==> config.mk <==
export PLATFORM = sky130hd
export DESIGN_NAME = cfg_port_slave
export DESIGN_NICKNAME = d
export VERILOG_FILES = /design/src/rtl/cfg_port_pkg.sv /design/src/rtl/cfg_sync.sv /design/src/rtl/cfg_serial_engine.sv /design/src/rtl/cfg_regfile.sv /design/src/rtl/cfg_mode_select.sv /design/src/rtl/cfg_port_slave.sv
export SDC_FILE = /design/constraint.sdc
export NUM_CORES = 1
export LEC_CHECK = 0
export ABC_AREA = 0
export ABC_CLOCK_PERIOD_IN_PS = 4100
export BUFFER_PORTS_ARGS = -buffer_cell sky130_fd_sc_hd__buf_4
export CELL_PAD_IN_SITES_DETAIL_PLACEMENT = 1
export CELL_PAD_IN_SITES_GLOBAL_PLACEMENT = 2
export CORE_UTILIZATION = 44
export DETAILED_ROUTE_END_ITERATION = 16
export GPL_ROUTABILITY_DRIVEN = 0
export PLACE_DENSITY_LB_ADDON = 0.1
export SLEW_MARGIN = 20
export SYNTH_ARGS = -nofsm -noshare
export SYNTH_HDL_FRONTEND = slang
export SYNTH_HIERARCHICAL = 1
export SYNTH_SLANG_ARGS = --single-unit
==> constraint.sdc <==
create_clock -name clk -period 4.1 [get_ports clk]
set_input_delay 0.205 -clock clk [delete_from_list [all_inputs] [get_ports clk]]
set_output_delay 0.205 -clock clk [all_outputs]
set_load 0.02 [all_outputs]
==> src/rtl/cfg_port_pkg.sv <==
package cfg_port_pkg;
  typedef enum logic [1:0] {PH_INSTR, PH_DATA, PH_DONE} phase_t;
  localparam int CTL_BITS = 4;
  localparam int CTL_DCS  = 0;
  localparam int CTL_TWOS = 1;
  localparam int CTL_HIZ  = 2;
  localparam int CTL_PD   = 3;
  localparam logic [1:0] WC_STREAM = 2'b11;
endpackage

==> src/rtl/cfg_sync.sv <==
module cfg_sync #(
  parameter int STAGES = 2,
  parameter int WIDTH = 1,
  parameter logic [WIDTH-1:0] RST_VAL = '0
) (
  input  logic             clk,
  input  logic             rst,
  input  logic [WIDTH-1:0] d,
  output logic [WIDTH-1:0] q
);
  logic [WIDTH-1:0] pipe [STAGES];

  always_ff @(posedge clk) begin
    if (rst) begin
      for (int i = 0; i < STAGES; i++) pipe[i] <= RST_VAL;
    end else begin
      pipe[0] <= d;
      for (int i = 1; i < STAGES; i++) pipe[i] <= pipe[i-1];
    end
  end

  assign q = pipe[STAGES-1];
endmodule

==> src/rtl/cfg_serial_engine.sv <==
module cfg_serial_engine
  import cfg_port_pkg::*;
#(
  parameter int ADDR_W = 13,
  parameter int DATA_W = 8
) (
  input  logic              clk,
  input  logic              rst,
  input  logic              cs_s,
  input  logic              sclk_s,
  input  logic              din_s,
  input  logic [DATA_W-1:0] rd_data,
  output logic [ADDR_W-1:0] rd_addr,
  output logic              wr_en,
  output logic [ADDR_W-1:0] wr_addr,
  output logic [DATA_W-1:0] wr_data,
  output logic              dout,
  output logic              oe
);
  localparam int IW = 3 + ADDR_W;
  localparam int CW = $clog2(IW + 1);
  localparam int BW = $clog2(DATA_W);

  phase_t            ph;
  logic              sclk_q;
  logic [IW-2:0]     isr;
  logic [CW-1:0]     icnt;
  logic              rw;
  logic [1:0]        wc;
  logic [ADDR_W-1:0] addr_q;
  logic [BW-1:0]     bcnt;
  logic [DATA_W-2:0] rsr;
  logic [DATA_W-1:0] tsr;
  logic [1:0]        nbyte;

  wire          rise  = sclk_s & ~sclk_q;
  wire          fall  = ~sclk_s & sclk_q;
  wire [IW-1:0] iword = {isr, din_s};

  assign rd_addr = addr_q;

  always_ff @(posedge clk) begin
    if (rst) begin
      ph <= PH_INSTR; sclk_q <= 1'b0; isr <= '0; icnt <= '0; rw <= 1'b0;
      wc <= '0; addr_q <= '0; bcnt <= '0; rsr <= '0; tsr <= '0; nbyte <= '0;
      wr_en <= 1'b0; wr_addr <= '0; wr_data <= '0; dout <= 1'b0; oe <= 1'b0;
    end else begin
      sclk_q <= sclk_s;
      wr_en  <= 1'b0;
      if (cs_s) begin
        ph   <= PH_INSTR;
        icnt <= '0;
        bcnt <= '0;
        oe   <= 1'b0;
      end else begin
        case (ph)
          PH_INSTR: if (rise) begin
            isr <= iword[IW-2:0];
            if (icnt == CW'(IW - 1)) begin
              rw     <= iword[IW-1];
              wc     <= iword[IW-2 -: 2];
              addr_q <= iword[ADDR_W-1:0];
              ph     <= PH_DATA;
              icnt   <= '0;
              bcnt   <= '0;
              nbyte  <= '0;
            end else begin
              icnt <= icnt + 1'b1;
            end
          end
          PH_DATA: begin
            if (fall && rw) begin
              oe <= 1'b1;
              if (bcnt == '0) begin
                dout <= rd_data[DATA_W-1];
                tsr  <= {rd_data[DATA_W-2:0], 1'b0};
              end else begin
                dout <= tsr[DATA_W-1];
                tsr  <= {tsr[DATA_W-2:0], 1'b0};
              end
            end
            if (rise) begin
              rsr <= {rsr[DATA_W-3:0], din_s};
              if (bcnt == BW'(DATA_W - 1)) begin
                bcnt <= '0;
                if (!rw) begin
                  wr_en   <= 1'b1;
                  wr_addr <= addr_q;
                  wr_data <= {rsr, din_s};
                end
                addr_q <= addr_q - 1'b1;
                nbyte  <= nbyte + 1'b1;
                if (wc != WC_STREAM && nbyte == wc) ph <= PH_DONE;
              end else begin
                bcnt <= bcnt + 1'b1;
              end
            end
          end
          default: if (fall) oe <= 1'b0;
        endcase
      end
    end
  end
endmodule

==> src/rtl/cfg_regfile.sv <==
module cfg_regfile
  import cfg_port_pkg::*;
#(
  parameter int ADDR_W = 13,
  parameter int DATA_W = 8,
  parameter int NREGS = 4,
  parameter int unsigned XFER_ADDR = 'h0FF,
  parameter logic [DATA_W-1:0] CTRL_RST = 8'h01
) (
  input  logic                clk,
  input  logic                rst,
  input  logic [ADDR_W-1:0]   rd_addr,
  output logic [DATA_W-1:0]   rd_data,
  input  logic                wr_en,
  input  logic [ADDR_W-1:0]   wr_addr,
  input  logic [DATA_W-1:0]   wr_data,
  output logic                xfer,
  output logic [CTL_BITS-1:0] act_ctl
);
  localparam int IXW = (NREGS > 1) ? $clog2(NREGS) : 1;

  logic [DATA_W-1:0] shadow [NREGS];

  wire rd_hit = rd_addr < ADDR_W'(NREGS);
  wire wr_hit = wr_addr < ADDR_W'(NREGS);

  assign rd_data = rd_hit ? shadow[rd_addr[IXW-1:0]] : '0;

  always_ff @(posedge clk) begin
    if (rst) begin
      for (int i = 0; i < NREGS; i++) shadow[i] <= (i == 0) ? CTRL_RST : '0;
      xfer    <= 1'b0;
      act_ctl <= CTRL_RST[CTL_BITS-1:0];
    end else begin
      if (wr_en && wr_hit) shadow[wr_addr[IXW-1:0]] <= wr_data;
      xfer <= wr_en && (wr_addr == ADDR_W'(XFER_ADDR)) && wr_data[0];
      if (xfer) act_ctl <= shadow[0][CTL_BITS-1:0];
    end
  end
endmodule

==> src/rtl/cfg_mode_select.sv <==
module cfg_mode_select
  import cfg_port_pkg::*;
#(
  parameter logic [CTL_BITS-1:0] RST_CTL = 4'b0001
) (
  input  logic                clk,
  input  logic                rst,
  input  logic                cs_s,
  input  logic [CTL_BITS-1:0] strap_s,
  input  logic [CTL_BITS-1:0] reg_ctl,
  output logic                spi_used,
  output logic [CTL_BITS-1:0] ctl_q
);
  always_ff @(posedge clk) begin
    if (rst) begin
      spi_used <= 1'b0;
      ctl_q    <= RST_CTL;
    end else begin
      if (!cs_s) spi_used <= 1'b1;
      for (int b = 0; b < CTL_BITS; b++)
        ctl_q[b] <= spi_used ? reg_ctl[b] : strap_s[b];
    end
  end
endmodule

==> src/rtl/cfg_port_slave.sv <==
module cfg_port_slave
  import cfg_port_pkg::*;
#(
  parameter int ADDR_W = 13,
  parameter int DATA_W = 8,
  parameter int NREGS = 4,
  parameter int unsigned XFER_ADDR = 'h0FF,
  parameter int SYNC_STAGES = 2,
  parameter logic [DATA_W-1:0] CTRL_RST = 8'h01
) (
  input  logic clk,
  input  logic rst,
  input  logic cs_n,
  input  logic sclk,
  input  logic sdio_i,
  output logic sdio_o,
  output logic sdio_oe,
  input  logic strap_oe,
  input  logic strap_pd,
  output logic dcs_en,
  output logic fmt_twos,
  output logic out_hiz,
  output logic pwr_down
);
  localparam int NPINS = 5;

  logic [NPINS-1:0]    pins_s;
  logic                cs_s, sclk_s, din_s, oe_s, pd_s;
  logic [CTL_BITS-1:0] strap_s;
  logic [ADDR_W-1:0]   rd_addr, wr_addr;
  logic [DATA_W-1:0]   rd_data, wr_data;
  logic                wr_en, xfer, spi_used;
  logic [CTL_BITS-1:0] act_ctl, ctl_q;

  cfg_sync #(.STAGES(SYNC_STAGES), .WIDTH(NPINS), .RST_VAL(5'b10100)) u_sync (
    .clk(clk), .rst(rst),
    .d({cs_n, sclk, sdio_i, strap_oe, strap_pd}),
    .q(pins_s)
  );

  assign {cs_s, sclk_s, din_s, oe_s, pd_s} = pins_s;

  always_comb begin
    strap_s           = '0;
    strap_s[CTL_DCS]  = din_s;
    strap_s[CTL_TWOS] = sclk_s;
    strap_s[CTL_HIZ]  = oe_s;
    strap_s[CTL_PD]   = pd_s;
  end

  cfg_serial_engine #(.ADDR_W(ADDR_W), .DATA_W(DATA_W)) u_engine (
    .clk(clk), .rst(rst), .cs_s(cs_s), .sclk_s(sclk_s), .din_s(din_s),
    .rd_data(rd_data), .rd_addr(rd_addr), .wr_en(wr_en), .wr_addr(wr_addr),
    .wr_data(wr_data), .dout(sdio_o), .oe(sdio_oe)
  );

  cfg_regfile #(
    .ADDR_W(ADDR_W), .DATA_W(DATA_W), .NREGS(NREGS),
    .XFER_ADDR(XFER_ADDR), .CTRL_RST(CTRL_RST)
  ) u_regs (
    .clk(clk), .rst(rst), .rd_addr(rd_addr), .rd_data(rd_data),
    .wr_en(wr_en), .wr_addr(wr_addr), .wr_data(wr_data),
    .xfer(xfer), .act_ctl(act_ctl)
  );

  cfg_mode_select #(.RST_CTL(CTRL_RST[CTL_BITS-1:0])) u_mode (
    .clk(clk), .rst(rst), .cs_s(cs_s), .strap_s(strap_s),
    .reg_ctl(act_ctl), .spi_used(spi_used), .ctl_q(ctl_q)
  );

  assign dcs_en   = ctl_q[CTL_DCS];
  assign fmt_twos = ctl_q[CTL_TWOS];
  assign out_hiz  = ctl_q[CTL_HIZ];
  assign pwr_down = ctl_q[CTL_PD];
endmodule

Word level (Yosys, flattened, before mapping)

Memory sizes are Yosys's and may differ from the RTL's. A register that Yosys moved wholly into a read port is not among the register bits.
Cells that the tools add are included.

Bits in registers: 89
Bits in writable memories: 42
Output and inout bits: 6
Logic and storage cells: 119
Memories kept: 2

$add $sub $neg: 4
$lt $le $gt $ge: 2
Equal/unequal tests: 12
Mux-type cells: 46
Bitwise logic cells: 12
Reductions and logical operators: 22

Memory list:

| memory        | words | bits a word | rd ports | clocked after memory_dff | write ports | line              | source |
|---|---|---|---|---|---|---|---|
| u_regs.shadow | 4     | 8           | 2        | 2                        | 4           | cfg_regfile.sv:22 | `logic [DATA_W-1:0] shadow [NREGS];` |
| u_sync.pipe   | 2     | 5           | 2        | 0                        | 2           | cfg_sync.sv:11    | `logic [WIDTH-1:0] pipe [STAGES];` |

Operators by type and width:

| cell                                                                    | count |
|---|---|
| 13-bit 2-to-1 mux                                                       | 4 |
| 13-bit by 3-bit < comparator with 1-bit output, second input constant   | 2 |
| 13-bit case mux with 2 select lines                                     | 1 |
| 2-bit 2-to-1 mux                                                        | 12 |
| 8-bit 2-to-1 mux                                                        | 3 |
| 1-bit 2-to-1 mux                                                        | 15 |
| 5-bit 2-to-1 mux                                                        | 3 |
| 13-bit by 8-bit equality test with 1-bit output, second input constant  | 1 |
| 13-bit by 1-bit subtractor with 13-bit output, second input constant    | 1 |
| 3-bit 2-to-1 mux                                                        | 4 |
| 2-bit by 1-bit inequality test with 1-bit output, second input constant | 6 |
| 3-bit AND reduction                                                     | 4 |
| 6-bit AND reduction                                                     | 2 |
| 1-bit inverter                                                          | 8 |
| 2-bit case mux with 2 select lines                                      | 2 |
| 4-bit AND reduction                                                     | 2 |
| 8-bit OR reduction                                                      | 1 |
| 3-bit case mux with 2 select lines                                      | 1 |
| 5-bit by 1-bit adder with 5-bit output, second input constant           | 1 |
| 5-bit by 4-bit equality test with 1-bit output, second input constant   | 1 |
| 1-bit logical AND                                                       | 5 |
| 5-bit AND reduction                                                     | 1 |
| 5-bit OR reduction                                                      | 1 |
| 2-bit nonzero test                                                      | 2 |
| other kinds (13)                                                        | 15 |

Longest topological paths before layout

Depth after elaboration: 7
Gate-level depth with buffers: 8
Gate-level depth less buffers: 6

Hierarchy

Netlist, hierarchy kept.

Modules (own cells, without submodules):

| module            | instances | cells each | area each (um2) | seq. area each (um2) |
|---|---|---|---|---|
| cfg_serial_engine | 1         | 408        | 3661.0          | 1641.6 |
| cfg_regfile       | 1         | 132        | 1767.9          | 1061.0 |
| cfg_sync          | 1         | 25         | 300.3           | 200.2 |
| cfg_mode_select   | 1         | 16         | 178.9           | 100.1 |

Worst setup path before layout

Ideal clock, no wire load.

Path type: reg-to-reg
Start point: register u_engine.wr_addr[11]
End point: memory u_regs.shadow[3][0] (enable)
Setup time: 375 ps
Data arrival time: 1499 ps
Required time: 3725 ps
Slack: 2227 ps
Stages on the path, launching flop included: 5
Path buffers: 1
Period minus slack after synthesis: 1873 ps
Cells stage by stage: dfxtp_1 nor4_4 nand4_2 buf_4 o21bai_1

RTL lines:

| what                   | line                    | source |
|---|---|---|
| start, declared        | cfg_serial_engine.sv:15 | `output logic [ADDR_W-1:0] wr_addr,` |
| start signal, assigned | cfg_serial_engine.sv:88 | `wr_addr <= addr_q;` |
| end, declared          | cfg_regfile.sv:22       |  |

Worst setup path after layout

Start point: register u_engine.bcnt[0]
End point: register u_engine.addr_q[0] (netlist: u_engine/rd_addr[0])

Cells in the longest elaborated chain, start to end: 3

Ends and longest elaborated chain:

| what                                                              | line                    | source |
|---|---|---|
| start, declared                                                   | cfg_serial_engine.sv:31 | `logic [BW-1:0] bcnt;` |
| start signal, assigned                                            | cfg_serial_engine.sv:95 | `bcnt <= bcnt + 1'b1;` |
| 3-bit equality test                                               | cfg_serial_engine.sv:84 | `if (bcnt == BW'(DATA_W - 1)) begin` |
| 2-bit by 1-bit inequality test with 1-bit output (no source line) | n/a                     |  |
| 6-bit AND reduction (no source line)                              | n/a                     |  |
| end signal, assigned                                              | cfg_serial_engine.sv:62 | `addr_q <= iword[ADDR_W-1:0];` |
| end signal, assigned                                              | cfg_serial_engine.sv:91 | `addr_q <= addr_q - 1'b1;` |
| end, declared                                                     | cfg_serial_engine.sv:30 | `logic [ADDR_W-1:0] addr_q;` |

Every way passes these cells.
A chain may end at the register's enable or synchronous reset.

==> run summary <==
SETUP PATH
------------------------------------------------------------------------------
Terminus of the critical flop-to-flop path                        u_engine/rd_addr[0]
Crit-path max FO                                                            15
Crit. End Element                                                    flip-flop
Arrival time at the worst endpoint                                     2.77 ns
Startpoint of the worst-slack reg-to-reg timing path              u_engine/bcnt[0]
Critical path launch point                                        u_engine/bcnt[0]
Minimum setup slack among reg-to-reg paths                             1.65 ns
R2r worst-path depth                                                         6
Worst path required time                                               4.42 ns
Class of the most critical setup path                             flip-flop to flip-flop
Critical path startpoint category                                    flip-flop
Worst setup path endpoint                                         u_engine/rd_addr[0]

SYNTH
------------------------------------------------------------------------------
Gate count after technology mapping                                        581
Distinct cell type count after synthesis                                    62
Proportion of netlist area held by the largest area contributor          0.346
Number of enable flip-flop cells after synthesis                            32
Syn. warnings                                                                6
Sequential area share after synthesis                                    0.508
Post-synth net total                                                       593
Fraction of registers with async set or reset after synthesis                0
Main synth FF type                                                     dfxtp_1
Top post-synthesis cells by area                                  dfxtp_1, edfxtp_1, mux2i_1
Average size of a mapped cell                                         10.2 um2
Cell area after technology mapping                                    5910 um2
Number of synthesized register bits                                        134
Synth area leader                                                      dfxtp_1

DETAILED ROUTING
------------------------------------------------------------------------------
Via count                                                                 4267
Average detailed-routed wire length per instance                       18.4 um
First-pass iteration count of the detailed router                            4
Number of nets still failing antenna checks after routing                    0
Drt via density                                                           5.60
DRC violation total after the first TritonRoute iteration                  227
DRC                                                                          0
DRT Wirelength                                                         14.0 mm

STA
------------------------------------------------------------------------------
Part of the cycle the worst path needs                                   0.596
Total Neg Setup Slack                                                     0 ns
Worst slew pin tran                                                    1.17 ns
Highest attainable clock frequency                                     409 MHz
Worst hold slack                                                     0.0129 ns
Number of hold violations in the final report                                0
Total setup violations reported at the end of the flow                       0
Clk_skew                                                            0.00582 ns
Clock period minus final worst setup slack                             2.45 ns
Setup repair after global routing missed its margin                      false
Max-slew headroom at the worst pin                                       0.221
Number of max-slew violations in the final report                            0
Setup ws final                                                         1.65 ns

POWER
------------------------------------------------------------------------------
Power density over the cells                                        445 nW/um2
Final Total Pwr                                                        2.94 mW
Max VDD drop                                                          0.278 mV
Static leakage                                                         2.45 nW

PLACE
------------------------------------------------------------------------------
Port buffer count                                                           12
Placed cell areas                                                     6000 um2
DP Worst Slack                                                         1.79 ns
Dpl cells                                                                  727
Detailed Place HPWL                                                    9.29 mm

GLOBAL ROUTE
------------------------------------------------------------------------------
Maximum number of pins on one net before global-route repair                74
Vias in the first global route                                            4423
Aggregate global routing overflow                                            0
All-Layer GR Usage                                                       0.219
Global-route wire length before repair                                 23.6 mm
Antenna violations before repair                                             0

FINISH
------------------------------------------------------------------------------
Area taken by multi-input logic gates                                 2650 um2
Number of nets in the layout                                               589
Flip-flop and latch area                                              3000 um2
Filler instances                                                          1420
Antenna diode count                                                          0
Final core utilization                                                   0.514
Final cell area excluding filler cells                                6620 um2
Synth-to-Final Area Change                                               12.1%
Non-filler instance count after layout                                     762
Proportion of layout cells with a drive suffix above 1                   0.115
Leading cell type in the layout, fill and taps excluded                dfxtp_1
Most used cells in the layout excluding fill and tap cells        dfxtp_1, nor2_1, nand2_1

CLOCK NETWORK
------------------------------------------------------------------------------
CTS Buf Count                                                               17
Number of H-tree levels                                                      4
Root buffer selected by CTS                                          clkbuf_16
CTS tree                                                                  done
Clk buf depth                                                                2
CTS clock-pin slew for the worst setup and hold paths                  0.06 ns
CTS Sinks                                                                  134
Insertion delay of the later-clocked pin in the worst-skew pair        0.42 ns

FLOORPLANNING
------------------------------------------------------------------------------
I/O pin cnt                                                                 13
Area inside the core boundary                                        12900 um2
Standard-cell row count                                                     41
Initial Utilization                                                      0.459
Area enclosed by the die boundary                                    13900 um2
Die Ht                                                                  118 um
Horizontal die dimension                                                118 um

RUN
------------------------------------------------------------------------------
Number of maximum-capacitance violations                                     0

OUTCOME
------------------------------------------------------------------------------
Result of the run                                                    completed

MIN PATH
------------------------------------------------------------------------------
Hold Path Class                                                   primary input to flip-flop

-- state kept, by name, summed over array words and instances (netlist names), 5 cells and up --
| signal | cells |
|---|---|
| u_engine/icnt | 5 |
| u_engine/isr | 15 |
| u_engine/rd_addr | 13 |
| u_engine/rsr | 7 |
| u_engine/tsr | 7 |
| u_engine/wr_addr | 13 |
| u_engine/wr_data | 8 |
| u_regs/shadow | 32 |
| u_sync/pipe | 10 |
-- worst min-delay path by stage --
stage,from,endpoint,slack [ns],cells after the start
floorplan,rst,u_mode/spi_used,0.27,1
global placement,sdio_i,u_sync/pipe[0][2],0.39,2
detailed placement,u_sync/pipe[0][2],u_sync/pipe[0][7],0.39,1
CTS,strap_oe,u_sync/pipe[0][1],0.004,2
global route,strap_pd,u_sync/pipe[0][0],0.03,2
finish,strap_oe,u_sync/pipe[0][1],0.01,2
-- layout make-up --
class	instances	area share
clock inverters	8	0.0144
well taps	172	0.0325
inverters	10	0.00567
flip-flops and latches	134	0.453
clock buffers	24	0.0744
repair buffers	17	0.0204
multi-input cells	397	0.399
-- cells in the mapped netlist, types with 2 or more instances --
library cell,instances
dfxtp_1,102
nor2_1,83
nand2_1,50
a21oi_1,37
mux2i_1,37
edfxtp_1,32
clkbuf_1,20
nor2b_1,20
nand3_1,16
nand2b_1,14
a211oi_1,11
buf_4,10
inv_1,10
o311ai_0,9
mux4_2,8
nand4_1,8
nor4_1,8
nor3_1,7
o31ai_1,7
buf_2,6
a41oi_1,5
ha_1,5
o21ai_0,5
buf_6,4
nor4_4,4
nor4b_1,4
or2_1,4
or3_1,4
a31oi_1,3
a32oi_1,3
and3_1,3
nor3b_2,3
or4_1,3
a211o_1,2
and2b_1,2
nand4_2,2
nand4b_1,2
o21a_1,2
or4b_1,2
xor2_1,2
-- routing by layer --
metal,routed length [um],track usage
met5,0,0
met4,170,0.0761
met3,310,0.0552
met2,6700,0.345
met1,6840,0.291
-- cells by family after synthesis --
family                     Yosys count  synth area share
AOI/OAI and AO/OA                   95             0.108
DFF                                134             0.508
buffers and inverters               50            0.0445
adders and majority gates            5            0.0106
muxes                               45            0.0932
xor gates and xnor gates             2           0.00297
and+or+nand+nor                    250             0.233
-- report_power, final --
group / total, mW / switching, mW / internal [mW]
clock network: 1.51 / 0.552 / 0.958
registers: 1.37 / 0.00913 / 1.37
logic: 0.0596 / 0.0387 / 0.0210
-- what timing repair did --
action / 4_1_cts / 5_1_grt
hold buffers: 3 / 0
buffers inserted: 0 / 0
endpoints found under the hold margin: 3 / 0
gates resized for setup: 0 / 0
-- worst max-delay path, cell delays in order (launching register included) --
cell       delay, ns
dfxtp_1         0.33
ha_1            0.21
ha_1            0.27
nand2_1         0.13
a21boi_1        0.93
a2111oi_0       0.17
a211oi_1        0.31
(Power assumes the default switching activity.)
